File: src/rtl/mdc_pkg.sv
package mdc_pkg;

  typedef enum logic [2:0] {
    ST_IDLE,
    ST_PRE,
    ST_ACT,
    ST_BURST,
    ST_REF
  } mdcState_e;

  // strobes from control to datapath
  typedef struct packed {
    mdcState_e phase;     // current phase, selects the hold count
    logic      phaseClr;  // phase changes at this edge
    logic      take;      // latch the request
    logic      rowStb;
    logic      colStb;
    logic      preStb;
    logic      refStb;
  } mdcCmd_t;

  // status from datapath to control
  typedef struct packed {
    logic rowHit;
    logic openValid;
    logic phaseDone;
    logic lastBeat;
    logic refPending;
  } mdcStat_t;

endpackage

File: src/rtl/mdc_ctrl.sv
module mdc_ctrl
  import mdc_pkg::*;
(
  input  logic     clk,
  input  logic     rstN,
  input  logic     reqValid,
  input  mdcStat_t stat,
  output logic     reqReady,
  output mdcCmd_t  cmd
);

  mdcState_e state, nextState;
  logic preForRef, preForRefNext;
  logic entered;

  always_comb begin
    nextState     = state;
    preForRefNext = preForRef;
    case (state)
      ST_IDLE: begin
        if (stat.refPending) begin
          preForRefNext = 1'b1;
          nextState     = stat.openValid ? ST_PRE : ST_REF;
        end else if (reqValid) begin
          preForRefNext = 1'b0;
          if (stat.rowHit)         nextState = ST_BURST;
          else if (stat.openValid) nextState = ST_PRE;
          else                     nextState = ST_ACT;
        end
      end
      ST_PRE:   if (stat.phaseDone) nextState = preForRef ? ST_REF : ST_ACT;
      ST_ACT:   if (stat.phaseDone) nextState = ST_BURST;
      ST_BURST: if (stat.lastBeat)  nextState = ST_IDLE;
      ST_REF:   if (stat.phaseDone) nextState = ST_IDLE;
      default:  nextState = ST_IDLE;
    endcase
  end

  always_ff @(posedge clk or negedge rstN) begin
    if (!rstN) begin
      state     <= ST_IDLE;
      preForRef <= 1'b0;
      entered   <= 1'b0;
    end else begin
      state     <= nextState;
      preForRef <= preForRefNext;
      entered   <= (nextState != state);
    end
  end

  assign reqReady = (state == ST_IDLE) && !stat.refPending;

  always_comb begin
    cmd.phase    = state;
    cmd.phaseClr = (nextState != state);
    cmd.take     = reqReady && reqValid;
    cmd.rowStb   = (state == ST_ACT) && entered;
    cmd.preStb   = (state == ST_PRE) && entered;
    cmd.refStb   = (state == ST_REF) && entered;
    cmd.colStb   = (state == ST_BURST);
  end

  // a burst runs to its last beat without interruption
  assert_burst_uninterrupted_R10: assert property (@(posedge clk) disable iff (!rstN)
    (state == ST_BURST && !stat.lastBeat) |=> (state == ST_BURST));

  // refresh strobe only with every row closed
  assert_ref_rows_closed_R9: assert property (@(posedge clk) disable iff (!rstN)
    cmd.refStb |-> !stat.openValid);

endmodule

File: src/rtl/mdc_datapath.sv
module mdc_datapath
  import mdc_pkg::*;
#(
  parameter int ROW_W        = 4,
  parameter int COL_W        = 4,
  parameter int LEN_W        = 3,
  parameter int T_RCD        = 2,
  parameter int T_RP         = 2,
  parameter int T_CL         = 2,
  parameter int T_RFC        = 3,
  parameter int REF_INTERVAL = 64,
  localparam int ADDR_W      = ROW_W + COL_W,
  localparam int PIN_W       = (ROW_W > COL_W) ? ROW_W : COL_W
) (
  input  logic              clk,
  input  logic              rstN,
  input  mdcCmd_t           cmd,
  input  logic              reqWrite,
  input  logic [ADDR_W-1:0] reqAddr,
  input  logic [LEN_W-1:0]  reqLen,
  output mdcStat_t          stat,
  output logic [PIN_W-1:0]  memAddr,
  output logic              memWe,
  output logic              rdValid
);

  localparam int MAX_T = (T_RCD > T_RP) ? ((T_RCD > T_RFC) ? T_RCD : T_RFC)
                                        : ((T_RP > T_RFC) ? T_RP : T_RFC);
  localparam int CNT_W = $clog2(MAX_T + 1);
  localparam int REF_W = $clog2(REF_INTERVAL + 1);

  logic [ROW_W-1:0] latRow, openRow;
  logic             openValid, latWe;
  logic [COL_W-1:0] colCur;
  logic [LEN_W-1:0] beatsLeft;
  logic [CNT_W-1:0] phaseCnt, phaseLim;
  logic [REF_W-1:0] refCnt;
  logic             refPending, refWrap;
  logic [T_CL-1:0]  rdPipe;
  logic             rdIn;

  // request capture, open-row tracking, burst stepping
  always_ff @(posedge clk or negedge rstN) begin
    if (!rstN) begin
      latRow    <= '0;
      latWe     <= 1'b0;
      colCur    <= '0;
      beatsLeft <= '0;
      openRow   <= '0;
      openValid <= 1'b0;
    end else begin
      if (cmd.take) begin
        latRow    <= reqAddr[ADDR_W-1:COL_W];
        colCur    <= reqAddr[COL_W-1:0];
        beatsLeft <= reqLen;
        latWe     <= reqWrite;
      end else if (cmd.colStb) begin
        colCur    <= colCur + 1'b1;   // wraps inside the row
        beatsLeft <= beatsLeft - 1'b1;
      end
      if (cmd.rowStb) begin
        openRow   <= latRow;
        openValid <= 1'b1;
      end else if (cmd.preStb) begin
        openValid <= 1'b0;
      end
    end
  end

  // phase hold counter
  always_comb begin
    case (cmd.phase)
      ST_PRE:  phaseLim = CNT_W'(T_RP - 1);
      ST_ACT:  phaseLim = CNT_W'(T_RCD - 1);
      ST_REF:  phaseLim = CNT_W'(T_RFC - 1);
      default: phaseLim = '0;
    endcase
  end

  always_ff @(posedge clk or negedge rstN) begin
    if (!rstN)                       phaseCnt <= '0;
    else if (cmd.phaseClr)           phaseCnt <= '0;
    else if (phaseCnt != phaseLim)   phaseCnt <= phaseCnt + 1'b1;
  end

  // free-running refresh interval timer
  assign refWrap = (refCnt == REF_W'(REF_INTERVAL - 1));

  always_ff @(posedge clk or negedge rstN) begin
    if (!rstN) begin
      refCnt     <= '0;
      refPending <= 1'b0;
    end else begin
      refCnt <= refWrap ? '0 : refCnt + 1'b1;
      if (cmd.refStb) refPending <= 1'b0;
      if (refWrap)    refPending <= 1'b1;
    end
  end

  // read-latency delay line
  assign rdIn = cmd.colStb && !latWe;

  generate
    if (T_CL == 1) begin : g_clOne
      always_ff @(posedge clk or negedge rstN) begin
        if (!rstN) rdPipe <= '0;
        else       rdPipe <= rdIn;
      end
    end else begin : g_clMany
      always_ff @(posedge clk or negedge rstN) begin
        if (!rstN) rdPipe <= '0;
        else       rdPipe <= {rdPipe[T_CL-2:0], rdIn};
      end
    end
  endgenerate

  assign rdValid = rdPipe[T_CL-1];

  // shared address pins
  always_comb begin
    if (cmd.rowStb)      memAddr = PIN_W'(latRow);
    else if (cmd.colStb) memAddr = PIN_W'(colCur);
    else                 memAddr = '0;
  end

  assign memWe = cmd.colStb && latWe;

  assign stat.rowHit     = openValid && (reqAddr[ADDR_W-1:COL_W] == openRow);
  assign stat.openValid  = openValid;
  assign stat.phaseDone  = (phaseCnt == phaseLim);
  assign stat.lastBeat   = (beatsLeft == '0);
  assign stat.refPending = refPending;

  // column access only into the row the burst belongs to
  assert_col_in_open_row_R3: assert property (@(posedge clk) disable iff (!rstN)
    cmd.colStb |-> (openValid && openRow == latRow));

  // precharge leaves no row open
  assert_pre_closes_R4: assert property (@(posedge clk) disable iff (!rstN)
    cmd.preStb |=> !openValid);

  // a row is opened only when none is open
  assert_act_when_closed_R2: assert property (@(posedge clk) disable iff (!rstN)
    cmd.rowStb |-> !openValid);

endmodule

File: src/rtl/mux_dram_ctrl.sv
module mux_dram_ctrl
  import mdc_pkg::*;
#(
  parameter int ROW_W        = 4,
  parameter int COL_W        = 4,
  parameter int DATA_W       = 16,
  parameter int LEN_W        = 3,
  parameter int T_RCD        = 2,
  parameter int T_RP         = 2,
  parameter int T_CL         = 2,
  parameter int T_RFC        = 3,
  parameter int REF_INTERVAL = 64,
  localparam int ADDR_W      = ROW_W + COL_W,
  localparam int PIN_W       = (ROW_W > COL_W) ? ROW_W : COL_W
) (
  input  logic              clk,
  input  logic              rstN,
  input  logic              reqValid,
  output logic              reqReady,
  input  logic              reqWrite,
  input  logic [ADDR_W-1:0] reqAddr,
  input  logic [LEN_W-1:0]  reqLen,
  input  logic [DATA_W-1:0] wrData,
  output logic              wrTake,
  output logic              rdValid,
  output logic [DATA_W-1:0] rdData,
  output logic [PIN_W-1:0]  memAddr,
  output logic              memRowStb,
  output logic              memColStb,
  output logic              memPreStb,
  output logic              memRefStb,
  output logic              memWe,
  output logic [DATA_W-1:0] memWData,
  input  logic [DATA_W-1:0] memRData
);

  mdcCmd_t  cmd;
  mdcStat_t stat;

  mdc_ctrl u_ctrl (
    .clk      (clk),
    .rstN     (rstN),
    .reqValid (reqValid),
    .stat     (stat),
    .reqReady (reqReady),
    .cmd      (cmd)
  );

  mdc_datapath #(
    .ROW_W        (ROW_W),
    .COL_W        (COL_W),
    .LEN_W        (LEN_W),
    .T_RCD        (T_RCD),
    .T_RP         (T_RP),
    .T_CL         (T_CL),
    .T_RFC        (T_RFC),
    .REF_INTERVAL (REF_INTERVAL)
  ) u_dp (
    .clk      (clk),
    .rstN     (rstN),
    .cmd      (cmd),
    .reqWrite (reqWrite),
    .reqAddr  (reqAddr),
    .reqLen   (reqLen),
    .stat     (stat),
    .memAddr  (memAddr),
    .memWe    (memWe),
    .rdValid  (rdValid)
  );

  assign memRowStb = cmd.rowStb;
  assign memColStb = cmd.colStb;
  assign memPreStb = cmd.preStb;
  assign memRefStb = cmd.refStb;
  assign wrTake    = memWe;
  assign memWData  = wrData;
  assign rdData    = memRData;

endmodule

File: config.mk
export PLATFORM = sky130hd
export DESIGN_NAME = mux_dram_ctrl
export DESIGN_NICKNAME = d
export VERILOG_FILES = /design/src/rtl/mdc_pkg.sv /design/src/rtl/mdc_ctrl.sv /design/src/rtl/mdc_datapath.sv /design/src/rtl/mux_dram_ctrl.sv
export SDC_FILE = /design/constraint.sdc
export NUM_CORES = 1
export LEC_CHECK = 0
export BUFFER_PORTS_ARGS = -buffer_cell sky130_fd_sc_hd__buf_2
export CORE_ASPECT_RATIO = 0.9
export CORE_UTILIZATION = 35
export DETAILED_ROUTE_END_ITERATION = 10
export SLEW_MARGIN = 40
export SYNTH_ARGS = -nofsm -noshare
export SYNTH_HDL_FRONTEND = slang
export SYNTH_SLANG_ARGS = --single-unit
File: constraint.sdc
create_clock -name clk -period 2.3 [get_ports clk]
set_clock_uncertainty 0.2 [all_clocks]
set_input_delay 0.115 -clock clk [delete_from_list [all_inputs] [get_ports clk]]
set_output_delay 0.115 -clock clk [all_outputs]
set_load 0.01 [all_outputs]
Yosys cells after proc, flatten, opt, wreduce, memory -nomap -nowiden
Cells that the tools add are included.
{ "totals": {"ff_bits": 34, "latchBits": 0, "ramBits": 0, "mem_bits_ro": 0, "inputBits": 47, "output_inout_bits": 44, "n_memories": 0} }
{ "op_classes": {"n_addsub": 4, "mul": 0, "div": 0, "n_lt_le_gt_ge": 0, "n_eq_ne": 9, "n_shift": 0, "n_mux": 27, "n_bitwise": 0, "reduce_logical": 19} }
{ "ops": {"columns": ["op", "count"], "rows": [
  ["$mux W3", 11],
  ["$mux W4", 4],
  ["$pmux W3 S5", 1],
  ["$reduce_bool A2 Y1", 5],
  ["$logic_and A1 B1 Y1", 8],
  ["$add A7 B1 Y7 const B", 1],
  ["$eq A7 B6 Y1 const B", 1],
  ["$mux W7", 1],
  ["$eq A3 B2 Y1 const B", 2],
  ["$logic_not A3 Y1", 2],
  ["$mux W1", 6],
  ["$mux W2", 3],
  ["$add A4 B1 Y4 const B", 1],
  ["$eq A4 B4 Y1", 1],
  ["$pmux W2 S2", 1],
  ["$eq A3 B1 Y1 const B", 1],
  ["$eq A3 B3 Y1 const B", 1],
  ["$ne A3 B3 Y1", 1],
  ["$sub A3 B1 Y3 const B", 1],
  ["$add A2 B1 Y2 const B", 1],
  ["$eq A2 B2 Y1", 1],
  ["$logic_not A1 Y1", 2],
  ["$ne A2 B2 Y1", 1],
  ["$reduce_and A2 Y1", 1],
  ["$reduce_or A2 Y1", 1]
]} }

Logic depth before layout (Yosys ltp)
Gate-level depths: netlist (run 1).
{ "depth": {"word_depth": 8, "mapped_depth": 7, "mapped_depth_nobuf": 6} }

By module
A second synthesis (run 1) with hierarchy kept.
{ "unflattened": {"hier_cells": 213, "area_unflattened_um2": 2072.0} }
{ "modules_own_cells": {"columns": ["module", "instances", "cells_each", "area_each_um2", "seq_area_each_um2"], "rows": [
  ["mdc_datapath", 1, 131, 1427.6, 725.7],
  ["mdc_ctrl", 1, 49, 396.6, 125.1],
  ["mux_dram_ctrl", 1, 33, 247.7, 0.0]
]} }

Worst setup path before layout (run 1)
No wires, ideal clock.
{ "synth_timing": {"kind": "reg-to-reg", "from": "register u_ctrl.state[1]", "to": "register u_dp.latRow[3]", "setup_ns": 0.125, "t_arrival_ns": 1.607, "required_ns": 1.975, "path_slack_ns": 0.367, "path_stages_with_launch": 6, "period_less_slack_ns": 1.933, "path_cell_list": "dfrtp_1 -> buf_6 -> or4b_4 -> nor2_8 -> buf_8 -> mux2_4"} }
{ "synth_between": {"elab_chain_cells": 3} }
{ "synth_rtl": {"columns": ["item", "line_no", "source"], "rows": [
  ["start, declared", "mdc_ctrl.sv:12", "mdcState_e state, nextState;"],
  ["start signal, assigned", "mdc_ctrl.sv:45", "state <= nextState;"],
  ["$logic_not A3 Y1", "mdc_ctrl.sv:51", "assign reqReady = (state == ST_IDLE) && !stat.refPending;"],
  ["$logic_and A1 B1 Y1", "mdc_ctrl.sv:51", null],
  ["$logic_and A1 B1 Y1", "mdc_ctrl.sv:56", "cmd.take = reqReady && reqValid;"],
  ["end signal, assigned", "mdc_datapath.sv:53", "latRow <= reqAddr[ADDR_W-1:COL_W];"],
  ["end, declared", "mdc_datapath.sv:32", "logic [ROW_W-1:0] latRow, openRow;"]
]} }
No other way between the ends.
A chain may end at the register's enable or synchronous reset.

Worst setup path in the final report (run 1)
{ "layout_timing": {"from": "register u_ctrl.state[0]", "to": "output port memAddr[3]"} }
{ "layout_between": {"elab_chain_cells": 3, "word_cells_on_any_way": 5} }
{ "layout_rtl": {"columns": ["item", "line_no", "source"], "rows": [
  ["$eq A3 B2 Y1, on equally long branches", "mdc_ctrl.sv:60, mdc_ctrl.sv:57", null],
  ["$mux W4 / $logic_and A1 B1 Y1 (equally long branches)", "mdc_datapath.sv:122, mdc_ctrl.sv:57", null],
  ["$mux W4 (*)", "mdc_datapath.sv:121", "if (cmd.rowStb) memAddr = PIN_W'(latRow);"],
  ["end, declared", "mux_dram_ctrl.sv:27", "output logic [PIN_W-1:0] memAddr,"]
]} }
Mark *: on every way between the ends. The rest lies on a longest branch, timed or not.

==> results of run 1 <==
-- report_power, final --
part / internal, mW / switching, mW
registers: 0.817 / 0.169
logic: 0.566 / 0.609
clock network: 0.241 / 0.218
total: 1.63 / 0.996
-- synth_stat cells, types with 2 or more instances --
cell,number,share of area [%]
ha_1,4,2.5
o21ai_0,9,2.2
and3_1,4,1.2
nor2b_1,3,0.93
buf_2,3,0.75
and2_1,2,0.62
a21o_1,2,0.75
a22oi_1,2,0.75
nor2_1,16,3.0
a221o_1,2,1.0
o22ai_1,2,0.62
mux2_2,8,4.5
xor2_1,10,4.4
inv_1,9,1.7
a22o_1,5,2.2
nand2_1,9,1.7
nand3_1,5,1.2
clkbuf_1,2,0.37
a21oi_1,2,0.50
dfrtp_1,34,42
buf_4,34,13
xnor2_1,2,0.87
nand2b_1,2,0.62
nor3_1,5,1.2
nor4b_1,2,0.87
-- cell type report --
class                   count  area, um^2  share of cell area [%]
flip-flops and latches     34       850.8                   39.10
well taps                  67       83.83                   3.853
clock inverters             1       5.005                  0.2300
repair buffers             43       292.8                   13.46
clock buffers               7       86.33                   3.968
multi-input cells         116       823.3                   37.84
inverters                   9       33.78                   1.553
-- final timing paths --
| check | start | cells past startpoint | to | slack, ps |
|---|---|---|---|---|
| min | wrData[0] | 0 | memWData[0] | 30 |
| min reg2reg | u_dp.rdPipe[0] | 0 | u_dp.rdPipe[1] | 160 |
| max | u_ctrl.state[0] | 5 | memAddr[3] | 170 |
| min in group asynchronous | rstN | 2 | u_dp.refCnt[0] | 120 |
| max reg2reg | u_dp.beatsLeft[0] | 6 | u_ctrl.entered | 270 |
| max in group asynchronous | rstN | 2 | u_dp.beatsLeft[2] | 1460 |
-- critical path: stages (launching register included) --
cell	delay [ps]
dfrtp_1	380
buf_4	190
inv_1	130
and4_1	490
a22o_1	210
buf_2	130
-- sequential cells by signal, summed over array words and instances (netlist names) --
signal            cells
u_dp.latRow           4
u_dp.latWe            1
u_ctrl.state          3
u_dp.refCnt           7
u_ctrl.preForRef      1
u_dp.phaseCnt         2
u_ctrl.entered        1
u_dp.openValid        1
u_dp.rdPipe           2
u_dp.colCur           4
u_dp.beatsLeft        3
u_dp.refPending       1
u_dp.openRow          4
-- cell families after synthesis --
logic type / after synthesis / share of synthesized area, %
AO/OA/AOI/OAI: 34 / 12.13
XOR/XNOR: 12 / 5.224
adder cells (fa/ha/maj): 4 / 2.488
buffers and inverters: 50 / 16.79
flip-flops: 34 / 42.29
multiplexers: 9 / 5.224
AND/OR/NAND/NOR: 57 / 15.86
-- through the flow --
stage / area (um^2) / setup slack, ps / util [%] / cells
CTS: 2173 / 171.5 / 40.40 / 277
finish: 2176 / 165.8 / 40.44 / 277
detailed placement: 1952 / 308.7 / 36.28 / 256
global route: 2176 / 38.29 / 40.44 / 277
global placement: 1952 / 301.2 / 36.28 / 256
floorplan: 2012 / 367.5 / - / 200
-- layout by cell type, fill, tap and decap left out, types with 2 or more instances in the layout --
cell           count
a21o_1             2
a21oi_1            2
a221o_1            2
a22o_1             5
a22oi_1            2
and2_1             2
and3_1             4
buf_2             25
buf_4              5
clkbuf_8           6
dfrtp_1           34
dlygate4sd3_1     13
ha_1               4
inv_1              9
mux2_2             8
nand2_1            9
nand2b_1           2
nand3_1            5
nor2_1            16
nor2b_1            3
nor3_1             5
nor4b_1            2
o21ai_0            9
o22ai_1            2
xnor2_1            2
xor2_1            10
-- layer usage --
metal / GRT usage, % / vias to the layer above / wire, um
met5: 0 / - / 0
met4: 5.848 / 0 / 47
met3: 4.845 / 5 / 248
met2: 19.56 / 48 / 1702
met1: 19.29 / 668 / 1887
li1: - / 681 / -
==> results.ini, run 1 <==
[detailed_routing]
wire_per_inst_um=14.03
drt-initial-drc-count=68
via_count=1402
drcViolationCount=0
first_pass_iters=4
ant_nets=0
finalWirelength_mm=3.886
viasPerCell=5.061

[sta]
hold_viol_final=0
finalSetupViolCount=0
relSlewSlack_pct=69.78
max_freq_mhz=468.6
tightest_slew_ps=446.3
grt_setup_unrepaired=no
hold_slack_ps=30.00
slew_violations=0
period_minus_slack_ps=2134
period_share_pct=92.79
setup_tns_ps=0

[logic_synthesis]
synth-edff-count=0
yosys.cell_types.count=47
yosys_warnings=0
ys_seq_elements=34
netlist_area_um2=2012
async_flop_share_pct=100.0
synth_nets=251
ys.flop_type=dfrtp_1
synth_area_per_cell_um2=10.06
syn_inst=200
yosysSeqAreaShare_pct=42.29

[global_route]
grt_pass1_vias=1270
grt.total_usage_pct=13.92
grt_pass1_wl_mm=6.161
overflow=0
grt_max_degree=35
antenna_found_initial=0

[clock_tree]
post_cts_buffers=0
clock_path_buffers=2
root_buffer=clkbuf_8
clock-sinks=34
htree_num_levels=2
cts_hold_buf=13
clk_latency_ps=290
post_cts_resized=0
numCtsBuffers=5
clk_pin_slew_ps=70
cts_tree=yes

[flow_run]
cap_violations=0

[critical_path]
path_max_fanout=17
startpoint_type=flop
endpoint_kind=output port
worstPathRequired_ps=1990
crit_arrival_ps=1820
path_class=reg -> out

[floorplan]
row_count=25
core_area_um2=5380
dieArea_um2=6056
die_y_um=73.93
ios=91
die_x_um=81.92
start_util_pct=37.40

[power]
peakVddDrop_uv=547.9
p_leak_nw=1.017
p_total_mw=2.621
p_per_area_nw_per_um2=1205

[placed_design]
dp.final_hpwl_mm=2.654
routabilityCongestion=0.8306
io_buffer_count=26

[cells_and_area]
fillCellCount=531
diodes=0
drive_gt1_share_pct=23.81
syn2layout_area_growth_pct=8.147
fin_nets=260

[min_path]
hold_path_class=in -> out

[outcome]
outcome=complete, no violations

Note: power is estimated with default switching activity, not from simulation.
==> inputs of run 2 (changes only) <==
--- a/config.mk
+++ b/config.mk
@@ -6,7 +6,7 @@
 export NUM_CORES = 1
 export LEC_CHECK = 0
 export BUFFER_PORTS_ARGS = -buffer_cell sky130_fd_sc_hd__buf_2
-export CORE_ASPECT_RATIO = 0.9
+export CORE_ASPECT_RATIO = 0.7
 export CORE_UTILIZATION = 35
 export DETAILED_ROUTE_END_ITERATION = 10
 export SLEW_MARGIN = 40
==> results.ini, run 2 (synthesis results as in run 1) <==
[cells_and_area]
drive_gt1_share_pct=23.81
diodes=0
top_register=u_dp.refCnt
fin_nets=260
final_cell_count_no_fill=282
layout_commonest_cell=dfrtp_1
largest_reg_flops=7
multi_input_area_um2=825.8
fin_area_um2=2200
layout_common_cells=dfrtp_1, buf_2, nor2_1
regArea_um2=850.8
postLayoutCoreUtil_pct=40.77
fillCellCount=549
syn2layout_area_growth_pct=9.328

[clock_tree]
htree_num_levels=2
root_buffer=clkbuf_8
cts_tree=yes
numCtsBuffers=5
clk_pin_slew_ps=70
clock-sinks=34
clk_latency_ps=280
clock_path_buffers=2

[placed_design]
post_dp_cell_area_um2=1958
dp.cells=261
dpl_worst_slack_ps=193.8
io_buffer_count=26
routabilityCongestion=0.8667
dp.final_hpwl_mm=2.808

[power]
peakVddDrop_uv=396.3
p_leak_nw=1.021
p_per_area_nw_per_um2=1232
p_total_mw=2.709

[sta]
relSlewSlack_pct=69.58
tightest_slew_ps=449.2
period_minus_slack_ps=2137
max_freq_mhz=468.0
grt_setup_unrepaired=no
setup_tns_ps=0
finalSetupViolCount=0
hold_viol_final=0
slew_violations=0
setup_slack_ps=163.4
period_share_pct=92.89
hold_slack_ps=30.00

[global_route]
grt_pass1_wl_mm=6.610
grt_pass1_vias=1367
overflow=0
grt.total_usage_pct=14.14
grt_max_degree=35
antenna_found_initial=0

[flow_run]
cap_violations=0

[detailed_routing]
finalWirelength_mm=3.941
ant_nets=0
first_pass_iters=4
drcViolationCount=0
viasPerCell=4.943
wire_per_inst_um=13.98
via_count=1394
drt-initial-drc-count=57

[floorplan]
die_x_um=92.62
start_util_pct=37.29
dieArea_um2=6061
ios=91
core_area_um2=5395
die_y_um=65.44
row_count=22

[critical_path]
max_stage_delay_ps=380
endpoint_kind=output port
crit_arrival_ps=1820
cpMaxStageDelayCell=dfrtp_1
path_class=reg -> out
path_delay_family=buffers and inverters
cp_common_cell=buf_4
startpoint_type=flop
path_max_fanout=18
path_buf_inv=4
worstPathRequired_ps=1990
worstPathCellList=buf_4, nand3b_1, inv_1, buf_4, a22o_1, buf_2
rr_worst_depth=6
crit_cells=6

[min_path]
whs_path_depth=0
hold_path_class=in -> out

[outcome]
outcome=complete, no violations

## run 2: layout make-up
cell class / count / share of cell area, %
inverter: 9 / 1.536
clock inverter: 1 / 1.365
tap: 72 / 4.096
multi-input combinational: 116 / 37.54
sequential: 34 / 38.68
clock buffer: 7 / 3.470
timing repair buffer: 43 / 13.31
## run 2: routing by layer
metal | global-route usage [%] | part of all wire [%] | vias to the layer above
met2 | 20.46 | 40 | 45
li1 | - | - | 678
met3 | 4.745 | 6.0 | 9
met4 | 4.423 | 1.0 | 0
met1 | 19.86 | 53 | 662
met5 | 0 | 0 | -
## run 2: worst paths after layout
path	start	end	slack [ps]
min reg2reg	u_dp.rdPipe[0]	u_dp.rdPipe[1]	150
min	memRData[2]	rdData[2]	30
min in group asynchronous	rstN	u_ctrl.preForRef	110
max	u_ctrl.state[1]	memAddr[3]	160
max reg2reg	u_dp.beatsLeft[0]	u_ctrl.entered	220
max in group asynchronous	rstN	u_dp.phaseCnt[1]	1480
## run 2: power breakdown
group | total, mW | leakage [nW] | switching (mW) | internal, mW
sequential | 0.994 | 0.415 | 0.176 | 0.817
combinational | 1.18 | 0.554 | 0.606 | 0.571
clock | 0.538 | 0.0524 | 0.214 | 0.324
total | 2.71 | 1.02 | 0.996 | 1.71
## run 2: timing repair
item / 4_1_cts / 5_1_grt
endpoints found under the setup margin: 0 / 4
gates resized for setup: 0 / 2
hold buffers: 13 / 0
setup buffers: 0 / 0
hold endpoints to repair: 46 / 0
==> inputs of run 3 (changes only) <==
--- a/config.mk
+++ b/config.mk
@@ -6,7 +6,6 @@
 export NUM_CORES = 1
 export LEC_CHECK = 0
 export BUFFER_PORTS_ARGS = -buffer_cell sky130_fd_sc_hd__buf_2
-export CORE_ASPECT_RATIO = 0.7
 export CORE_UTILIZATION = 35
 export DETAILED_ROUTE_END_ITERATION = 10
 export SLEW_MARGIN = 40
==> results.ini, run 3 (synthesis results as in run 1) <==
[critical_path]
path_max_fanout=15
startpoint_type=flop
endpoint_kind=output port
startpoint=u_ctrl.state[2]
crit_arrival_ps=1790
path_class=reg -> out
r2r-start=u_dp.beatsLeft[0]
worstPathRequired_ps=1990

[cells_and_area]
diodes=0
top_register=u_dp.refCnt
largest_reg_flops=7
fin_nets=260
syn2layout_area_growth_pct=9.328
drive_gt1_share_pct=24.29
final_cell_count_no_fill=282
layout_common_cells=dfrtp_1, buf_2, nor2_1
layout_commonest_cell=dfrtp_1

[flow_run]
cap_violations=0

[placed_design]
routabilityCongestion=0.8113
dp.cells=261
dpl_worst_slack_ps=319.4
dp.final_hpwl_mm=2.625
io_buffer_count=26

[detailed_routing]
viasPerCell=4.965
via_count=1400
ant_nets=0
drcViolationCount=0
wire_per_inst_um=13.81
finalWirelength_mm=3.895
first_pass_iters=4
drt-initial-drc-count=65

[sta]
hold_viol_final=0
tightest_slew_ps=400.4
period_minus_slack_ps=2105
setup_slack_ps=194.9
slew_violations=0
max_freq_mhz=475.0
relSlewSlack_pct=72.61
period_share_pct=91.52
setup_tns_ps=0
grt_setup_unrepaired=no
hold_slack_ps=30.00
finalSetupViolCount=0

[power]
p_comb_share_pct=43.1
power.share.sequential_pct=36.9
power.switching_uw=992.7
pwr-share-clk_pct=20.0
peakVddDrop_uv=655.1
p_sw_share_pct=36.86
p_leak_nw=1.026
internal_power_mw=1.700
p_per_area_nw_per_um2=1224

[global_route]
grt_max_degree=35
grt.total_usage_pct=13.83
grt_pass1_wl_mm=6.451
antenna_found_initial=0
grt_pass1_vias=1396
overflow=0

[clock_tree]
clk_latency_ps=280
clock_path_buffers=2
post_cts_buffers=0
clock-sinks=34
cts_tree=yes
root_buffer=clkbuf_8
htree_num_levels=2
numCtsBuffers=5
post_cts_resized=0
clk_pin_slew_ps=70

[floorplan]
start_util_pct=36.31
core_area_um2=5540
die_y_um=77.82
ios=91
dieArea_um2=6056
row_count=27
die_x_um=77.82

[min_path]
hold_start=wrData[14]
hold_path_class=in -> out

[outcome]
outcome=complete, no violations

-- run 3: cell count changes in the layout (fill, tap and decap cells not counted) --
cell       delta
a2111oi_0     +1
and4_2        -1
clkinv_2      +2
and4_1        +1
clkbuf_1      -2
a2111oi_1     -1
-- run 3: stage by stage --
| stage | power, mW | util, % | instance area (um^2) |
|---|---|---|---|
| after global placement | 2.142 | 35.34 | 1958 |
| after floorplan | 1.922 | - | 2012 |
| after detailed placement | 2.151 | 35.34 | 1958 |
| after CTS | 2.727 | 39.66 | 2197 |
| after global routing | 2.900 | 39.70 | 2200 |
| final | 2.693 | 39.70 | 2200 |
-- run 3: final cells by class --
class / count / area (um^2)
clock buffers: 5 / 68.82
clock inverters: 3 / 40.04
fillers: 556 / 3341
inverters: 9 / 33.78
multi-input cells: 116 / 823.3
flip-flops and latches: 34 / 850.8
well taps: 72 / 90.09
repair buffers: 43 / 292.8
-- run 3: path summary, 6_finish.rpt --
check                                     to  slack (ps)  depth (start not counted)
min in group asynchronous  u_dp.beatsLeft[2]         110                          2
min reg2reg                   u_dp.rdPipe[1]         150                          0
max                               memAddr[0]         190                          5
max reg2reg                   u_ctrl.entered         280                          6
max in group asynchronous     u_dp.colCur[2]        1480                          2
min                             memWData[14]          30                          0
-- run 3: layer usage --
layer / up-vias / global-route usage, % / part of all wire [%]
li1: 674 / - / -
met1: 666 / 17.45 / 48
met2: 49 / 21.33 / 45
met3: 11 / 4.000 / 5.6
met4: 0 / 7.170 / 1.6
met5: - / 0 / 0
-- run 3: critical path: stages, from the launching register on --
cell     delay [ps]
dfrtp_1         380
buf_4           180
inv_1           130
and4_1          470
a22o_1          210
buf_2           130
-- run 3: repair_timing --
item                       CTS  global route
setup endpoints to repair    0             0
hold endpoints to repair    46             0
hold buffers                13             0
-- run 3: power groups by stage --
stage	Clock (mW)	Combinational (mW)	Sequential [mW]
2_1_floorplan	0	0.977	0.945
3_3_place_gp	0	1.15	0.993
3_5_place_dp	0	1.15	1.00
4_1_cts	0.564	1.17	0.992
5_1_grt	0.583	1.30	1.02
6_report	0.539	1.16	0.992
